### config.mk
export PLATFORM = sky130hd
export DESIGN_NAME = hostport_bridge
export DESIGN_NICKNAME = d
export VERILOG_FILES = /design/src/rtl/hbb_pkg.sv /design/src/rtl/hbb_sync.sv /design/src/rtl/hbb_rst_ctl.sv /design/src/rtl/hbb_regfile.sv /design/src/rtl/hostport_bridge.sv
export SDC_FILE = /design/constraint.sdc
export NUM_CORES = 1
export LEC_CHECK = 0
export ABC_AREA = 0
export BUFFER_PORTS_ARGS = -buffer_cell sky130_fd_sc_hd__buf_2
export CAP_MARGIN = 40
export CORE_MARGIN = 2
export CORE_UTILIZATION = 60
export DETAILED_ROUTE_END_ITERATION = 7
export PLACE_DENSITY = 0.8
export SYNTH_ARGS = -nofsm -noshare
export SYNTH_HDL_FRONTEND = slang
export SYNTH_SLANG_ARGS = --single-unit
### constraint.sdc
create_clock -name clk_i -period 6 [get_ports clk_i]
set_input_delay 1.2 -clock clk_i [delete_from_list [all_inputs] [get_ports clk_i]]
set_output_delay 1.2 -clock clk_i [all_outputs]
set_load 0.005 [all_outputs]
### src/rtl/hbb_pkg.sv
package hbb_pkg;

  // Handshake sequencer states
  typedef enum logic [1:0] {
    HB_IDLE = 2'd0,
    HB_EXEC = 2'd1,
    HB_DONE = 2'd2
  } hb_state_e;

  localparam logic [15:0] REG_DEF_BASE = 16'hA500;

  // Reset value of register idx
  function automatic logic [15:0] reg_default(input int unsigned idx);
    reg_default = REG_DEF_BASE | 16'(idx & 32'h0000_00FF);
  endfunction

endpackage

### src/rtl/hbb_sync.sv
module hbb_sync #(
  parameter int           W       = 1,
  parameter logic [W-1:0] RST_VAL = '0
) (
  input  logic         clk_i,
  input  logic         rst_n_i,
  input  logic [W-1:0] d_i,
  output logic [W-1:0] q_o
);

  logic [W-1:0] meta_q;
  logic [W-1:0] sync_q;

  always_ff @(posedge clk_i or negedge rst_n_i) begin
    if (!rst_n_i) begin
      meta_q <= RST_VAL;
      sync_q <= RST_VAL;
    end else begin
      meta_q <= d_i;
      sync_q <= meta_q;
    end
  end

  assign q_o = sync_q;

endmodule

### src/rtl/hbb_rst_ctl.sv
module hbb_rst_ctl #(
  parameter int RST_MIN_CYC = 200,
  parameter int LOCKOUT_CYC = 120000
) (
  input  logic clk_i,
  input  logic rst_n_i,
  output logic core_rst_n_o,
  output logic locked_o
);

  localparam int LW_W = $clog2(RST_MIN_CYC + 1);
  localparam int LK_W = $clog2(LOCKOUT_CYC + 1);
  localparam logic [LW_W-1:0] LW_MAX = LW_W'(RST_MIN_CYC);
  localparam logic [LK_W-1:0] LK_MAX = LK_W'(LOCKOUT_CYC);

  logic [1:0]      pin_sync_q;
  logic [LW_W-1:0] low_cnt_q, low_cnt_d;
  logic            core_rst_n_q, core_rst_n_d;
  logic [LK_W-1:0] lk_cnt_q, lk_cnt_d;
  logic            lk_en;

  // Pulse-length qualifier: reset takes effect only after a long low level
  always_comb begin
    low_cnt_d    = low_cnt_q;
    core_rst_n_d = core_rst_n_q;
    if (pin_sync_q[1]) begin
      low_cnt_d    = '0;
      core_rst_n_d = 1'b1;
    end else if (low_cnt_q != LW_MAX) begin
      low_cnt_d = low_cnt_q + 1'b1;
    end else begin
      core_rst_n_d = 1'b0;
    end
  end

  always_ff @(posedge clk_i) begin
    pin_sync_q   <= {pin_sync_q[0], rst_n_i};
    low_cnt_q    <= low_cnt_d;
    core_rst_n_q <= core_rst_n_d;
  end

  // Stabilization window counter, cleared by the qualified reset
  assign lk_en    = (lk_cnt_q != LK_MAX);
  assign lk_cnt_d = lk_cnt_q + 1'b1;

  always_ff @(posedge clk_i or negedge core_rst_n_q) begin
    if (!core_rst_n_q) begin
      lk_cnt_q <= '0;
    end else if (lk_en) begin
      lk_cnt_q <= lk_cnt_d;
    end
  end

  assign locked_o     = lk_en;
  assign core_rst_n_o = core_rst_n_q;

endmodule

### src/rtl/hbb_regfile.sv
module hbb_regfile #(
  parameter int ADDR_W = 14,
  parameter int DATA_W = 16,
  parameter int NREGS  = 8,
  parameter int SOE_W  = 8
) (
  input  logic              clk_i,
  input  logic              rst_n_i,
  input  logic              req_vld_i,
  input  logic              req_wr_i,
  input  logic [ADDR_W-1:0] req_addr_i,
  input  logic [DATA_W-1:0] req_wdata_i,
  output logic [DATA_W-1:0] rd_data_o,
  output logic [SOE_W-1:0]  soe_n_o
);

  localparam int FLAT_W = NREGS * DATA_W;

  logic [FLAT_W-1:0] flat;

  for (genvar gi = 0; gi < NREGS; gi++) begin : g_reg
    localparam logic [DATA_W-1:0] DEF = DATA_W'(hbb_pkg::reg_default(gi));
    logic              hit;
    logic [DATA_W-1:0] val_q;

    assign hit = req_vld_i && req_wr_i && (req_addr_i == ADDR_W'(gi));

    always_ff @(posedge clk_i or negedge rst_n_i) begin
      if (!rst_n_i) begin
        val_q <= DEF;
      end else if (hit) begin
        val_q <= req_wdata_i;
      end
    end

    assign flat[gi*DATA_W +: DATA_W] = val_q;
  end

  // Unmapped addresses read as zero
  always_comb begin
    rd_data_o = '0;
    for (int i = 0; i < NREGS; i++) begin
      if (req_addr_i == ADDR_W'(i)) begin
        rd_data_o = flat[i*DATA_W +: DATA_W];
      end
    end
  end

  assign soe_n_o = ~flat[SOE_W-1:0];

endmodule

### src/rtl/hostport_bridge.sv
module hostport_bridge
  import hbb_pkg::*;
#(
  parameter int ADDR_W      = 14,
  parameter int DATA_W      = 16,
  parameter int NREGS       = 8,
  parameter int SOE_W       = 8,
  parameter int RST_MIN_CYC = 200,
  parameter int LOCKOUT_CYC = 120000
) (
  input  logic              clk_i,
  input  logic              rst_n_i,
  input  logic              mode_mot_i,
  input  logic              cs_n_i,
  input  logic              ds_rd_n_i,
  input  logic              rw_wr_n_i,
  input  logic [ADDR_W-1:0] addr_i,
  input  logic [DATA_W-1:0] data_i,
  output logic [DATA_W-1:0] data_o,
  output logic              data_oe_o,
  output logic              xack_o,
  output logic              xack_oe_o,
  output logic [SOE_W-1:0]  soe_n_o,
  output logic              busy_lock_o
);

  localparam int NPINS = 4;

  logic             core_rst_n;
  logic             locked;
  logic [NPINS-1:0] pins_s;
  logic             mode_s, cs_s, ds_s, rw_s;

  hbb_rst_ctl #(
    .RST_MIN_CYC(RST_MIN_CYC),
    .LOCKOUT_CYC(LOCKOUT_CYC)
  ) u_rst (
    .clk_i       (clk_i),
    .rst_n_i     (rst_n_i),
    .core_rst_n_o(core_rst_n),
    .locked_o    (locked)
  );

  // Style pin resets to 1 (strobe style) as if left undriven
  hbb_sync #(
    .W      (NPINS),
    .RST_VAL({NPINS{1'b1}})
  ) u_sync (
    .clk_i  (clk_i),
    .rst_n_i(core_rst_n),
    .d_i    ({mode_mot_i, cs_n_i, ds_rd_n_i, rw_wr_n_i}),
    .q_o    (pins_s)
  );

  assign {mode_s, cs_s, ds_s, rw_s} = pins_s;

  hb_state_e         state_q, state_d;
  logic              is_rd_q, is_rd_d;
  logic [DATA_W-1:0] rdata_q, rdata_d;
  logic              acc_act, acc_rd;
  logic              req_vld, req_wr;
  logic [DATA_W-1:0] rf_rdata;
  logic              done_on;

  // Access decode per style
  always_comb begin
    if (mode_s) begin
      acc_act = !cs_s && !ds_s;
      acc_rd  = rw_s;
    end else begin
      acc_act = !cs_s && (!ds_s || !rw_s);
      acc_rd  = !ds_s;
    end
  end

  // Handshake sequencer: one request per strobe pulse
  always_comb begin
    state_d = state_q;
    is_rd_d = is_rd_q;
    rdata_d = rdata_q;
    req_vld = 1'b0;
    req_wr  = 1'b0;
    unique case (state_q)
      HB_IDLE: begin
        if (acc_act && !locked) begin
          state_d = HB_EXEC;
          is_rd_d = acc_rd;
        end
      end
      HB_EXEC: begin
        req_vld = 1'b1;
        req_wr  = !is_rd_q;
        if (is_rd_q) begin
          rdata_d = rf_rdata;
        end
        state_d = HB_DONE;
      end
      HB_DONE: begin
        if (!acc_act) begin
          state_d = HB_IDLE;
        end
      end
      default: state_d = HB_IDLE;
    endcase
  end

  always_ff @(posedge clk_i or negedge core_rst_n) begin
    if (!core_rst_n) begin
      state_q <= HB_IDLE;
      is_rd_q <= 1'b0;
      rdata_q <= '0;
    end else begin
      state_q <= state_d;
      is_rd_q <= is_rd_d;
      rdata_q <= rdata_d;
    end
  end

  hbb_regfile #(
    .ADDR_W(ADDR_W),
    .DATA_W(DATA_W),
    .NREGS (NREGS),
    .SOE_W (SOE_W)
  ) u_rf (
    .clk_i      (clk_i),
    .rst_n_i    (core_rst_n),
    .req_vld_i  (req_vld),
    .req_wr_i   (req_wr),
    .req_addr_i (addr_i),
    .req_wdata_i(data_i),
    .rd_data_o  (rf_rdata),
    .soe_n_o    (soe_n_o)
  );

  assign done_on = (state_q == HB_DONE);

  // Strobe style: pull low only; split style: always driven, high when done
  assign xack_oe_o   = mode_s ? done_on : 1'b1;
  assign xack_o      = mode_s ? 1'b0 : done_on;
  assign data_o      = rdata_q;
  assign data_oe_o   = done_on && is_rd_q && !cs_n_i && !ds_rd_n_i;
  assign busy_lock_o = locked;

endmodule

==> results of run 1 <==
==> cells in the final DEF, fill, tap and decap left out, types with 3 or more instances in the layout <==
cell type / synthesis / routed
dfrtp_1: 120 / 120
mux2_2: 112 / 112
buf_2: 7 / 63
dfstp_2: 52 / 52
nor2_1: 49 / 49
nand2_1: 28 / 28
a221oi_1: 22 / 22
mux2i_1: 20 / 20
mux2_4: 20 / 20
nand2b_1: 17 / 17
clkbuf_16: 0 / 17
nor3_1: 15 / 15
inv_1: 14 / 14
nand3_1: 13 / 13
xnor2_1: 13 / 13
o21ai_0: 12 / 12
a21oi_1: 12 / 12
a2111oi_0: 11 / 11
a211o_1: 11 / 11
dfxtp_1: 11 / 10
xor2_1: 9 / 9
buf_4: 2 / 9
and3_1: 7 / 7
or3_1: 4 / 4
mux4_2: 4 / 4
ha_1: 4 / 4
clkinv_2: 0 / 4
buf_16: 0 / 4
nor2b_1: 3 / 3
nor4_4: 3 / 3
mux2_1: 3 / 3
bufinv_16: 0 / 3
==> per-layer routing <==
layer | vias to the layer above | track usage, %
li1 | 2519 | -
met4 | 0 | 9.48
met5 | - | 0
met3 | 40 | 6.92
met2 | 200 | 45.0
met1 | 2915 | 35.0
==> worst max-delay path: stages <==
cell and delay (ps):
buf_2 650, nand3_1 770, nor4_4 930, buf_6 250
mux2_2 350
==> worst max path at each step <==
stage	startpoint	to	slack, ps	depth (start not counted)
after floorplan	u_rst.core_rst_n_o$_SDFFE_PP1N_	data_o[0]$_DFFE_PN0P_	460	0
after global placement	addr_i[2]	u_rf.g_reg[4].val_q[7]$_DFFE_PN0P_	1740	4
after detailed placement	addr_i[2]	u_rf.g_reg[4].val_q[14]$_DFFE_PN0P_	1820	5
after CTS	addr_i[2]	u_rf.g_reg[4].val_q[1]$_DFFE_PN0P_	2240	5
after global routing	addr_i[2]	u_rf.g_reg[4].val_q[1]$_DFFE_PN0P_	2090	5
final	addr_i[2]	u_rf.g_reg[4].val_q[1]$_DFFE_PN0P_	2140	5
==> power groups by stage <==
stage | clock (uW) | sequential, uW | combinational [uW]
4_1_cts | 1160 | 1240 | 83.5
5_1_grt | 1220 | 1240 | 91.6
2_1_floorplan | 0 | 1270 | 45.2
3_5_place_dp | 0 | 1270 | 82.4
6_report | 1150 | 1240 | 84.4
3_3_place_gp | 0 | 1270 | 79.2
==> logic make-up (layout without fill, tap and decap cells) <==
| kind of cell | after synthesis | count (layout) | share of synthesized area [%] |
|---|---|---|---|
| flip-flops | 183 | 183 | 54.3 |
| AND/OR/NAND/NOR | 159 | 159 | 10.3 |
| XOR/XNOR | 22 | 22 | 2.28 |
| adder cells (fa/ha/maj) | 4 | 4 | 0.592 |
| multiplexers | 159 | 159 | 22.3 |
| buffers and inverters | 53 | 126 | 2.81 |
| AO/OA/AOI/OAI | 83 | 83 | 7.43 |
==> state kept, by name, indices dropped and copies added (netlist names), 2 cells and up <==
name and flops:
u_rf.g.val_q 128, u_rst.lk_cnt_q 17, data_o 16, u_rst.low_cnt_q 8, u_sync.meta_q 4, u_sync.q_o 4, state_q 2, u_rst.pin_sync_q 2
==> cell type report <==
class | instances | area share (%)
clock buffers | 21 | 4.78
clock inverters | 11 | 1.51
inverters | 15 | 0.584
multi-input cells | 427 | 37.6
flip-flops and latches | 183 | 47.7
well taps | 180 | 2.34
repair buffers | 79 | 5.50
==> metrics by stage <==
| step | power, uW | setup WS, ps | cells | utilization, % |
|---|---|---|---|---|
| floorplan | 1310 | 465 | 663 | - |
| CTS | 2490 | 2240 | 916 | 69.7 |
| global route | 2550 | 2090 | 916 | 69.7 |
| global placement | 1350 | 1740 | 876 | 64.2 |
| finish | 2480 | 2140 | 916 | 69.7 |
| detailed placement | 1350 | 1820 | 884 | 65.3 |
==> metrics.md, run 1 <==
| Metric | Value |
|---|---|
| Root buf cell | `clkbuf_16` |
| Vias per cell | `just over 6` |
| Fin area | `approximately 0.0096 mm2` |
| Flop2flop setup slack | `between 3000 and 4000 ps` |
| Worst R2R End | `u_rf.g_reg[1].val_q[14]$_DFFE_PN0P_` |
| Via Count | `about 5,700` |
| Power density cells | `257 mW/mm2` |
| Max-Cap Viols | `0` |
| Hold slack | `roughly 120 ps` |
| Period utilisation layout | `between 60% and 70%` |
| Largest cells by area after synthesis | `dfrtp_1 36%, dfstp_2 16%, mux2_2 15%, mux2_4 3.6%, dfxtp_1 2.6%` |
| Largest net degree at the start of global routing | `72` |
| Wl on met1 | `about 8000 um` |
| Worst reg2reg path depth | `6` |
| Mean Syn Cell Area | `~13 um2` |
| Die H | `around 120 um` |
| Synth Cell Area | `between 0.008 and 0.009 mm2` |
| Layout Skew | `between 7 and 8 ps` |
| Wire per inst | `roughly 21 um` |
| CP Class | `in2reg` |
| Synth warn | `0` |
| Clk network pwr share | `46.4%` |
| Placeable Area | `between 0.01 and 0.015 mm2` |
| Longest Clk Path Bufs | `2` |
| Status | `finished clean` |
| Area grow syn2layout | `14.0%` |
| Syn Nets | `~700` |
| Worst-path clk slew | `~70 ps` |
| Storage cell area | `between 0.004 and 0.005 mm2` |
| Most frequent cell after synthesis | `dfrtp_1` |
| Cell taking the most area after synthesis | `dfrtp_1` |
| Synth Instances | `between 600 and 700` |
| CTS Buf Count | `17` |
| Fillers | `roughly 960` |
| CTS tree | `done` |
| Total gr overflow | `0` |
| Effective utilization at floorplan | `between 60% and 70%` |
| Antenna Nets Post-Route | `0` |
| Setup violators final | `0` |
| Final WL | `approximately 19,000 um` |
| DRT Pass-1 Iters | `5` |
| Flop pwr share | `50.2%` |
| Metal3 WL | `approximately 1200 um` |
| Post-synthesis async set-or-reset flop share | `a little over nine tenths` |
| First-pass GRT wire length | `30,900 um` |
| DIE WIDTH | `between 100 and 150 um` |
| Post-DP Area | `between 0.009 and 0.01 mm2` |
| Maximum VDD drop | `0.000264 V` |
| Minimum clock period after layout | `3860 ps` |
| Peak Freq | `between 200 and 300 MHz` |
| Initial antenna violation count | `0` |
| Hold Vio Cnt, Final | `0` |
| RSZ-0062 raised after global routing | `false` |
| Clock latency on the worst-skew pair | `roughly 430 ps` |
| Sw Pwr | `roughly 530 uW` |
| Netlist cell types | `around 60` |
| # hold bufs at CTS | `0` |
| Max-slew headroom | `about two fifths` |
| Seq/Total Area, Yosys | `between 50% and 60%` |
| Max Slew Vio Count | `0` |
| Crit-path max FO | `slightly above 40` |
| Reg2reg start | `state_q[1]$_DFFE_PN0P_` |
| Internal power | `1950 uW` |
| Initial DRC count | `370` |
| CP Launch Type | `input port` |
| Leakage Power | `roughly 0.0045 uW` |
| Met2 WL post-DR | `slightly below 10,000 um` |
| Dpl hpwl | `approximately 12,000 um` |
| CTS sink count | `183` |
| Quantity of gates resized following cts | `0` |
| CP Data Required Time | `~6300 ps` |
| Nets | `approximately 760` |
| Share of cells above drive strength 1 | `a little over two fifths` |
| Antenna cells | `0` |
| Pin slew with the least headroom to its limit | `between 900 and 1000 ps` |
| Sw Share | `between 20% and 30%` |
| Logic pwr share | `3.4%` |
| Multi-input gate area | `roughly 0.0036 mm2` |
| Synth top area share | `a little over a third` |
| I/O Buffers | `63` |
| Post-synth EDFFs | `0` |
| Vias in the first global route | `5,980` |
| DIE AREA | `about 0.015 mm2` |
| Setup TNS | `0 ps` |
| Synth Flop Type | `dfrtp_1` |
| Total track usage | `27.2%` |
| DR DRC count | `0` |
| Hold Crit Class | `reg2async` |
| GP Congestion | `approximately 0.80` |
| Standard-cell rows | `43` |
| H-tree levels | `4` |
| Worst setup EP type | `register` |
| Worst EP arrival | `roughly 4200 ps` |
| Register bit total from synthesis | `about 180` |
| DR top layer | `met4` |
| Setup bufs post-CTS | `0` |
| Commonest cells post-synth | `120 x dfrtp_1, 112 x mux2_2, 52 x dfstp_2, 49 x nor2_1, 28 x nand2_1` |
| I/O Pins | `64` |
Power figures use the tool's default switching activity.
==> run 2, diff against run 1 <==
- ABC_AREA: 0 -> 1
- CORE_UTILIZATION: 60 -> 54
- PLACE_DENSITY: 0.8 -> 0.76
- clock period: 6 -> 3.4 ns (I/O delays scaled with it)
==> run 2 against run 1 <==
Against the previous run: global-route usage decreased by 3.4 points; count of clock-buffer cells in the layout decreased by 1; clock power increased by 83%; core utilization decreased by 7.2 points; critical endpoint is now busy_lock_o; power increased by 77%; hold slack improved by 180 ps; register-to-register slack got worse by 2100 ps; area after synthesis decreased by 2.1%; sequential power increased by 77%; non-clock buffer count unchanged.
==> metrics.md, run 2 <==
| Metric | Value |
|---|---|
| Status | `finished clean` |
| Final WL | `approximately 18,000 um` |
| H-tree levels | `4` |
| Crit-path cells | `inv_1 > ha_1 > nand4_1 > nor2_1 > nand2_1 > buf_2` |
| Hold Crit Class | `reg2async` |
| Most frequent cells in the layout | `276 x nand2_1, 131 x o21ai_0, 120 x dfrtp_1` |
| Layout Skew | `about 11 ps` |
| Synth Instances | `979` |
| Synth warn | `0` |
| Initial DRC count | `roughly 500` |
| First-pass GRT wire length | `30,900 um` |
| Total track usage | `a little under a quarter` |
| Max Slew Vio Count | `0` |
| Share of cells above drive strength 1 | `between 10% and 20%` |
| Seq/Total Area, Yosys | `55.5%` |
| Mean Syn Cell Area | `about 8.5 um2` |
| Die H | `approximately 130 um` |
| Dpl hpwl | `around 13,000 um` |
| GP Congestion | `slightly below 0.9` |
| Hold slack | `about 310 ps` |
| DRT Pass-1 Iters | `4` |
| Clk network pwr share | `between 40 and 50%` |
| Clock latency on the worst-skew pair | `between 400 and 500 ps` |
| Largest cells by area after synthesis | `dfrtp_1 36%, dfstp_2 17%, nand2_1 13%, o21ai_0 7.9%, inv_1 4.5%` |
| Cell taking the most area after synthesis | `dfrtp_1` |
| Antenna Nets Post-Route | `0` |
| Crit-path max FO | `6` |
| Placeable Area | `0.0151 mm2` |
| Setup bufs post-CTS | `0` |
| Setup TNS | `0 ps` |
| Initial antenna violation count | `0` |
| I/O Pins | `64` |
| Nets | `~1,100` |
| Worst EP arrival | `1680 ps` |
| Buf+Inv Stages, Crit Path | `2` |
| Syn Nets | `slightly above 1,000` |
| Worst reg2reg path depth | `7` |
| Vias in the first global route | `between 6,000 and 7,000` |
| Synth Cell Area | `0.00827 mm2` |
| Area grow syn2layout | `14.0%` |
| CP Launch Type | `register` |
| Minimum clock period after layout | `approximately 2400 ps` |
| Longest Clk Path Bufs | `2` |
| Vias per cell | `approximately 5.3` |
| Power density cells | `~470 mW/mm2` |
| Synth top area share | `between 30% and 40%` |
| Peak Freq | `roughly 420 MHz` |
| Commonest cells post-synth | `276 x nand2_1, 131 x o21ai_0, 120 x dfrtp_1, 100 x inv_1, 61 x nor2_1` |
| Leakage Power | `~0.0044 uW` |
| CTS Buf Count | `17` |
| CTS sink count | `roughly 180` |
| Wire per inst | `approximately 15 um` |
| Post-synthesis async set-or-reset flop share | `a little over nine tenths` |
| Root buf cell | `clkbuf_16` |
| CP top delay family | `flip-flops` |
| Antenna cells | `0` |
| Largest net degree at the start of global routing | `65` |
| Worst setup EP type | `primary output` |
| Setup violators final | `0` |
| Sw Pwr | `914 uW` |
| Max reg flops | `about 130` |
| Synth Flop Type | `dfrtp_1` |
| I/O Buffers | `63` |
| DIE WIDTH | `128 um` |
| WP depth | `6` |
| CP Class | `reg2out` |
| Via Count | `between 6,000 and 7,000` |
| Slowest stage delay, CP | `between 400 and 500 ps` |
| Sw Share | `approximately a fifth` |
| Maximum VDD drop | `about 0.00035 V` |
| CTS tree | `done` |
| Register bit total from synthesis | `around 180` |
| Total gr overflow | `0` |
| Internal power | `3480 uW` |
| Logic pwr share | `around 1.9%` |
| Crit-path slowest cell | `dfrtp_1` |
| CP Data Required Time | `approximately 2700 ps` |
| # hold bufs at CTS | `0` |
| DR DRC count | `0` |
| RSZ-0062 raised after global routing | `false` |
| Standard-cell rows | `45` |
| Biggest register | `u_rf.g.val_q` |
| Period utilisation layout | `69.5%` |
| Hold Vio Cnt, Final | `0` |
| DIE AREA | `0.0163 mm2` |
| Post-synth EDFFs | `0` |
| Leading cell type in the layout, fill and taps excluded | `nand2_1` |
| Max-slew headroom | `between 50% and 60%` |
| Quantity of gates resized following cts | `0` |
| Pin slew with the least headroom to its limit | `around 710 ps` |
| Netlist cell types | `36` |
| Effective utilization at floorplan | `between 50% and 60%` |
| Flop pwr share | `between 40% and 50%` |
| Max-Cap Viols | `0` |
| Worst-path clk slew | `70 ps` |
| Most frequent cell after synthesis | `nand2_1` |
==> run 2: cell count changes after synthesis, moves of 22 or more <==
cell | previous run | this run
inv_1 | 14 | 100
o21ai_0 | 12 | 131
nand3_1 | 13 | 60
nand2_1 | 28 | 276
a221oi_1 | 22 | 0
mux2_2 | 112 | 0
o21ai_1 | 0 | 22
==> run 2: worst paths after layout <==
check | startpoint | to | slack, ps
worst max-delay path | u_rst.lk_cnt_q[0]$_DFFE_PN0P_ | busy_lock_o | 1040
worst min-delay path | u_rst.core_rst_n_o$_SDFFE_PP1N_ | u_rf.g_reg[3].val_q[7]$_DFFE_PN0P_ | 310
worst max register to register | u_rst.lk_cnt_q[0]$_DFFE_PN0P_ | u_rst.lk_cnt_q[16]$_DFFE_PN0P_ | 1390
worst min register to register | u_rst.core_rst_n_o$_SDFFE_PP1N_ | u_rf.g_reg[3].val_q[7]$_DFFE_PN0P_ | 310
max in group asynchronous | u_rst.core_rst_n_o$_SDFFE_PP1N_ | u_rf.g_reg[7].val_q[13]$_DFFE_PN1P_ | 2260
min in group clk_i | u_rst.pin_sync_q[0]$_DFF_P_ | u_rst.pin_sync_q[1]$_DFF_P_ | 330
==> run 2: layout make-up <==
type,instances,area [um2]
fillers,1299,5660
flip-flops and latches,183,4590
multi-input cells,652,3110
repair buffers,79,468
clock buffers,20,447
inverters,104,390
well taps,188,235
clock inverters,12,190
==> run 2: power by group through the flow <==
stage | Sequential, uW | Clock [uW] | Combinational [uW]
finish | 2190 | 2110 | 85.2
global route | 2190 | 2230 | 95.1
CTS | 2190 | 2140 | 86.3
detailed placement | 2230 | 0 | 85.8
global placement | 2230 | 0 | 84.6
floorplan | 2230 | 0 | 45.0
==> run 2: metrics by stage <==
| step | instance area [um2] | power, uW | std cells | util (%) | setup WS, ps |
|---|---|---|---|---|---|
| after floorplan | 8280 | 2280 | 979 | - | 429 |
| after global placement | 8780 | 2320 | 1205 | 58.2 | 731 |
| after detailed placement | 8800 | 2320 | 1206 | 58.3 | 731 |
| final | 9430 | 4390 | 1238 | 62.5 | 1040 |
| after CTS | 9430 | 4420 | 1238 | 62.5 | 1020 |
| after global routing | 9430 | 4520 | 1238 | 62.5 | 877 |
==> run 2: worst register-to-register path: stages, from the launching register on <==
cell and delay (ps):
dfrtp_1 410, ha_1 230, nand3_1 150, nor3_2 270
nand4_1 180, nor3_1 320, nand3_1 160, xnor2_1 160
==> run 2: kinds of logic (layout without fill, tap and decap cells) <==
family	after synthesis	count (layout)	share of synthesized area, %
AOI/OAI and AO/OA	182	182	11.5
xor gates and xnor gates	16	16	1.69
adders and majority gates	4	4	0.605
buffers and inverters	144	215	6.96
DFF	183	183	55.5
muxes	1	1	0.121
and+or+nand+nor	449	449	23.6
==> run 2: per-layer routing <==
layer	track usage, %	vias up	routed length, um
met1	31.4	3149	8170
met5	0	-	0
met2	40.2	152	8980
met3	4.72	32	822
li1	-	3289	-
met4	7.43	0	311
